**config.mk**
```make
export PLATFORM = sky130hd
export DESIGN_NAME = latched_sel_decoder
export DESIGN_NICKNAME = d
export VERILOG_FILES = /design/src/rtl/addr_dec_pkg.sv /design/src/rtl/addr_hold.sv /design/src/rtl/onehot_decode.sv /design/src/rtl/sel_polarity.sv /design/src/rtl/latched_sel_decoder.sv
export SDC_FILE = /design/constraint.sdc
export NUM_CORES = 1
export LEC_CHECK = 0
export ABC_AREA = 1
export BUFFER_PORTS_ARGS = -buffer_cell sky130_fd_sc_hd__buf_2
export CAP_MARGIN = 20
export CELL_PAD_IN_SITES_DETAIL_PLACEMENT = 1
export CELL_PAD_IN_SITES_GLOBAL_PLACEMENT = 2
export CORE_ASPECT_RATIO = 0.9
export CORE_MARGIN = 2
export CORE_UTILIZATION = 16
export CTS_CLUSTER_SIZE = 10
export DETAILED_ROUTE_END_ITERATION = 10
export PLACE_DENSITY = 0.78
export SLEW_MARGIN = 20
export SYNTH_ARGS = -nofsm -noshare
export SYNTH_HDL_FRONTEND = slang
export SYNTH_SLANG_ARGS = --single-unit
```
**constraint.sdc**
```tcl
create_clock -name clk -period 1 [get_ports clk]
set_clock_uncertainty 0.1 [all_clocks]
set_input_delay 0 -clock clk [delete_from_list [all_inputs] [get_ports clk]]
set_output_delay 0 -clock clk [all_outputs]
set_load 0.02 [all_outputs]
```
**src/rtl/addr_dec_pkg.sv**
```systemverilog
package addr_dec_pkg;
  typedef enum logic {POL_LOW = 1'b0, POL_HIGH = 1'b1} polarity_e;
  parameter int unsigned DEF_ADDR_W = 3;
endpackage

```
**src/rtl/addr_hold.sv**
```systemverilog
module addr_hold #(
  parameter int unsigned ADDR_W = 3
) (
  input  logic              clk,
  input  logic              rst,
  input  logic [ADDR_W-1:0] addr_i,
  input  logic              hold_i,
  output logic [ADDR_W-1:0] eff_addr_o
);
  logic [ADDR_W-1:0] held_q;

  always_ff @(posedge clk) begin
    if (rst) held_q <= '0;
    else if (!hold_i) held_q <= addr_i;
  end

  assign eff_addr_o = hold_i ? held_q : addr_i;

  // register is frozen across consecutive holding cycles
  assert_hold_frozen_R2: assert property (@(posedge clk) disable iff (rst)
    (hold_i && $past(hold_i) && !$past(rst)) |-> $stable(held_q));
endmodule

```
**src/rtl/onehot_decode.sv**
```systemverilog
module onehot_decode #(
  parameter int unsigned ADDR_W = 3,
  localparam int unsigned OUT_N = 1 << ADDR_W
) (
  input  logic [ADDR_W-1:0] addr_i,
  input  logic              en_i,
  output logic [OUT_N-1:0]  hot_o
);
  for (genvar i = 0; i < OUT_N; i++) begin : g_line
    assign hot_o[i] = en_i && (addr_i == ADDR_W'(i));
  end
endmodule

```
**src/rtl/sel_polarity.sv**
```systemverilog
module sel_polarity
  import addr_dec_pkg::*;
#(
  parameter int unsigned OUT_N = 8,
  parameter polarity_e POLARITY = POL_HIGH
) (
  input  logic [OUT_N-1:0] hot_i,
  output logic [OUT_N-1:0] sel_o
);
  if (POLARITY == POL_HIGH) begin : g_high
    assign sel_o = hot_i;
  end else begin : g_low
    assign sel_o = ~hot_i;
  end
endmodule

```
**src/rtl/latched_sel_decoder.sv**
```systemverilog
module latched_sel_decoder
  import addr_dec_pkg::*;
#(
  parameter int unsigned ADDR_W = DEF_ADDR_W,
  parameter polarity_e POLARITY = POL_HIGH,
  localparam int unsigned OUT_N = 1 << ADDR_W
) (
  input  logic              clk,
  input  logic              rst,
  input  logic [ADDR_W-1:0] addr_i,
  input  logic              hold_i,
  input  logic              en_n_i,
  input  logic              en_i,
  output logic [OUT_N-1:0]  sel_o
);
  localparam logic ON_LVL = (POLARITY == POL_HIGH);
  localparam logic [OUT_N-1:0] IDLE = {OUT_N{!ON_LVL}};

  logic [ADDR_W-1:0] eff_addr;
  logic [OUT_N-1:0]  hot;
  logic              active;

  assign active = en_i && !en_n_i;

  addr_hold #(.ADDR_W(ADDR_W)) u_hold (
    .clk(clk), .rst(rst), .addr_i(addr_i), .hold_i(hold_i),
    .eff_addr_o(eff_addr)
  );

  onehot_decode #(.ADDR_W(ADDR_W)) u_dec (
    .addr_i(eff_addr), .en_i(active), .hot_o(hot)
  );

  sel_polarity #(.OUT_N(OUT_N), .POLARITY(POLARITY)) u_pol (
    .hot_i(hot), .sel_o(sel_o)
  );

  // a deasserted enable idles every line
  assert_idle_when_off_R3: assert property (@(posedge clk) disable iff (rst)
    (en_n_i || !en_i) |-> (sel_o == IDLE));

  // exactly one active line when enabled
  assert_single_line_R5: assert property (@(posedge clk) disable iff (rst)
    (en_i && !en_n_i) |-> ($countones(sel_o ^ IDLE) == 1));

  // transparent path selects the live address
  assert_follow_live_R1: assert property (@(posedge clk) disable iff (rst)
    (!hold_i && en_i && !en_n_i) |-> (sel_o[addr_i] == ON_LVL));
endmodule

```
* Word-level counts from Yosys, hierarchy flattened
Index checks and enable logic that the tools add are counted.
W data, S select, Z words.
** Storage, ports and cells
- Bits in registers :: 3
- Bits of input ports :: 8
- Output and inout port bits :: 8
- Logic and storage cells :: 20
** Cells by class
- Equality and inequality tests :: 7
- Mux-type cells :: 1
- Reduce and logical (&&, ||, !) cells :: 11
** Operator list (count)
- $eq A3 B3 Y1 const B :: 4
- $logic_and A1 B1 Y1 :: 9
- $eq A3 B2 Y1 const B :: 2
- $eq A3 B1 Y1 const B :: 1
- $logic_not A3 Y1 :: 1
- $mux W3 :: 1
- $logic_not A1 Y1 :: 1

* Logic depth before layout (Yosys ltp)
- Depth after elaboration :: 3
- Gate-level depth with buffers :: 5
- Mapped depth without buffers :: 5

* Hierarchy
Synthesis repeated with hierarchy kept, for this count alone.
** Unflattened totals
- Cells, all modules :: 52
- Area total of the unflattened synthesis :: 279.0 um2
** By module, submodules not included
- addr_hold :: times used 1, cells an instance 25, area each 145.1 um2, sequential area each 60.1 um2
- onehot_decode :: times used 1, cells an instance 17, area each 63.8 um2, sequential area each 0.0 um2
- sel_polarity :: times used 1, cells an instance 8, area each 60.1 um2, sequential area each 0.0 um2
- latched_sel_decoder :: times used 1, cells an instance 2, area each 10.0 um2, sequential area each 0.0 um2

* Worst setup path after synthesis
OpenSTA, ideal clock, no wires.
- Kind :: flip-flop to output port
- Start point :: register u_hold.held_q[2]
- End point :: output sel_o[4]
- Arrival time :: 0.823 ns
- Required time :: 0.900 ns
- Setup slack :: 0.077 ns
- Cell stages (with the launch flop) :: 5
- Path buffers :: 0
- Cell sequence :: dfxtp_1 nand2_2 nand2_2 nand2_2 nor2_1
** Between the ends
- Longest elaborated chain between the ends :: 3
** Ends and longest elaborated chain
- from (decl) :: line addr_hold.sv:10 : logic [ADDR_W-1:0] held_q;
- from (signal assigned) :: line addr_hold.sv:14 : else if (!hold_i) held_q <= addr_i;
- $mux W3 :: line addr_hold.sv:17 : assign eff_addr_o = hold_i ? held_q : addr_i;
- $eq A3 B3 Y1 :: line onehot_decode.sv:10 : assign hot_o[i] = en_i && (addr_i == ADDR_W'(i));
- $logic_and A1 B1 Y1 :: line onehot_decode.sv:10
- to (decl) :: line latched_sel_decoder.sv:14 : output logic [OUT_N-1:0] sel_o
Every way passes these cells.

* Worst setup path after layout
- Start point :: register u_hold.held_q[1]
- End point :: output sel_o[3]
** Between the ends
- Longest elaborated chain between the ends :: 3
** Ends and longest elaborated chain (line)
- $mux W3 :: addr_hold.sv:17
- $eq A3 B2 Y1 :: onehot_decode.sv:10
- $logic_and A1 B1 Y1 :: onehot_decode.sv:10
Every way passes these cells.

==> reports/metrics.yaml <==
first_pass_iters: 1
crit_path_end_kind: "output pin"
drv_slew: 0
pwr-share-clk_pct: 40.3
root_buffer: "clkbuf_4"
ys_seq_elements: 3
hpwl_um: 501.8
drtIter0Drc: 0
async_reset_ff_share_pct: 0
ir_worst_vdd_v: 0.0007554
die_area_um2: 1802
p_seq_share_pct: 24.7
grt_start_max_net_pins: 7
core_um2: 1415
final_antenna_net_count: 0
grt_overflow: 0
fillers: 175
ys.flop_type: "dfxtp_1"
rsz0062_at_grt: "yes"
core.rowCount: 13
synth_fp_nets: 50
crit_top_cell: "nand2_2"
place_area_um2: 330.3
routed_wl_um: 1045
violations: "negative setup slack"
grt_pass1_wl_um: 1152
clock_latency_ns: 0.23
h-tree-depth: 1
start_util_pct: 16.71
largest_reg_flops: 3
power_leakage_nw: 0.2795
yosys_warnings: 0
yosysMostFrequentCell: "nand2_1"
die_w_um: 44.53
gp_congestion: 0.6769
power.density_nw_per_um2: 966.1
io_buffer_count: 15
hold_path_class: "in -> reg"
io_pins: 16
vias: 337
slowest_delay_ns: 0.33
synth_top_area_share_pct: 25.40
antennaDiodeCount: 0
crit_type: "reg -> out"
critPathRequiredTime_ns: 0.90
p_int_mw: 0.3554
vias_per_cell: 4.160
synth-edff-count: 0
reg.largest.list: "u_hold.held_q x3"
fp.dieH_um: 40.47
wire_per_inst_um: 12.90
clock_sinks: 3
track_usage_pct: 9.856
setup_ws_ns: -0.2030
min_period_ns: 1.203
worst_pin_slew_ns: 0.4065
cts_buffer_depth: 2
cts_buffers: 3
clk_pin_slew_ns: 0.04
synth.distinct_cells: 9
swShare_pct: 35.10
whs_ns: 0.04792
antenna_found_initial: 0
maxSlewHeadroom_pct: 72.80
yosysTopAreaCell: "dfxtp_1"
crit_arrival_ns: 1.10
syn_to_final_growth_pct: 139.7
yosysSeqAreaShare_pct: 25.40
syn_avg_cell_area_um2: 5.630
hold_violations: 0
max_cap_violations: 0
synthTopCellsByArea: "dfxtp_1, nand2_1, nor2_1, inv_1, nand2_2"
syn_area_um2: 236.5
cts_tree: "done"
status: "finished, violations left"
final_nets: 75
grt_pass1_vias: 281
switchingPower_mw: 0.1922
cp_cell_sequence: "nand2_1 > nand2_2 > nand2_2 > nor2_1 > buf_4"
top_register: "u_hold.held_q"
fmax_mhz: 831.2
setup_viol: 9
drc: 0
synthCells: 42
synthTopCellsByCount: "nand2_1, nor2_1, inv_1"
worst_setup_path_start_kind: "register"
finalCritPeriodShare_pct: 120.3
worst-path-max-fanout: 2
design_area_um2: 566.8
drive_above_1_share_pct: 74.24
combPwrFrac_pct: 35.0
slowest_stage: "dfxtp_2"
## what timing repair did
item	CTS	global route
endpoints found under the hold margin	3	0
setup buffers	2	1
setup endpoints to repair	8	8
gates resized for setup	21	31
pin swaps	9	12
hold buffers	2	0
## final timing paths
path         cells after the start  slack (ns)                        start                          end
max                              5       -0.20  u_hold.held_q[1]$_SDFF_PP0_                     sel_o[3]
min                              3        0.05                       hold_i  u_hold.held_q[2]$_SDFF_PP0_
max reg2reg                      6           0  u_hold.held_q[1]$_SDFF_PP0_  u_hold.held_q[1]$_SDFF_PP0_
min reg2reg                      2        0.40  u_hold.held_q[2]$_SDFF_PP0_  u_hold.held_q[2]$_SDFF_PP0_
## power by group through the flow
stage / logic [mW] / clock network [mW] / registers, mW
after floorplan: 0.0606 / 0 / 0.133
after global placement: 0.0941 / 0 / 0.133
after detailed placement: 0.0951 / 0 / 0.133
after CTS: 0.131 / 0.232 / 0.133
after global routing: 0.205 / 0.238 / 0.136
final: 0.191 / 0.221 / 0.135
## layer usage
layer | up-vias | share of wire [%] | GRT usage, %
met5 | - | 0 | 0
met2 | 7 | 58 | 15.94
met3 | 4 | 3.2 | 3.153
li1 | 173 | - | -
met1 | 153 | 36 | 9.610
met4 | 0 | 2.8 | 11.36
## cell usage in the layout (no fill, tap or decap)
cell type and n:
buf_6 7, clkbuf_4 3, buf_4 4, nand2_1 6, nand3_4 1, inv_2 3
dfxtp_2 3, nor2_4 7, a21oi_1 1, buf_2 7, nand2_4 9, nor2_1 4
inv_1 3, dlygate4sd3_1 2, nand2_2 5, clkbuf_1 1
## area by class of cell
class / instances / area, um^2 / share of cell area, %
clock buffer: 4 / 26.28 / 4.636
inverter: 6 / 22.52 / 3.974
multi-input combinational: 33 / 271.5 / 47.90
sequential: 3 / 63.81 / 11.26
tap: 15 / 18.77 / 3.311
timing repair buffer: 20 / 163.9 / 28.92
## stage by stage
| stage | power [mW] | util, % | setup WS [ns] | setup TNS (ns) | cells |
|---|---|---|---|---|---|
| after global routing | 0.5800 | 40.05 | -0.2507 | -1.823 | 81 |
| after global placement | 0.2272 | 23.34 | 0.07297 | 0 | 72 |
| after CTS | 0.4965 | 31.21 | -0.1542 | -1.082 | 80 |
| after detailed placement | 0.2286 | 23.34 | 0.05679 | 0 | 72 |
| after floorplan | 0.1935 | - | 0.07679 | 0 | 42 |
| final | 0.5476 | 40.05 | -0.2030 | -1.339 | 81 |
## critical path, delay by kind of cell, from the launching register on
family / cells / cell delay [ns]
buffers and inverters: 1 / 0.16
flip-flops: 1 / 0.33
AND/OR/NAND/NOR: 4 / 0.38
## kinds of logic after synthesis
logic type / synth area share, %
compound gates: 2.114
buf+inv: 9.523
simple gates: 62.97
flops: 25.40
No activity file was read; power rests on OpenSTA's default activity.
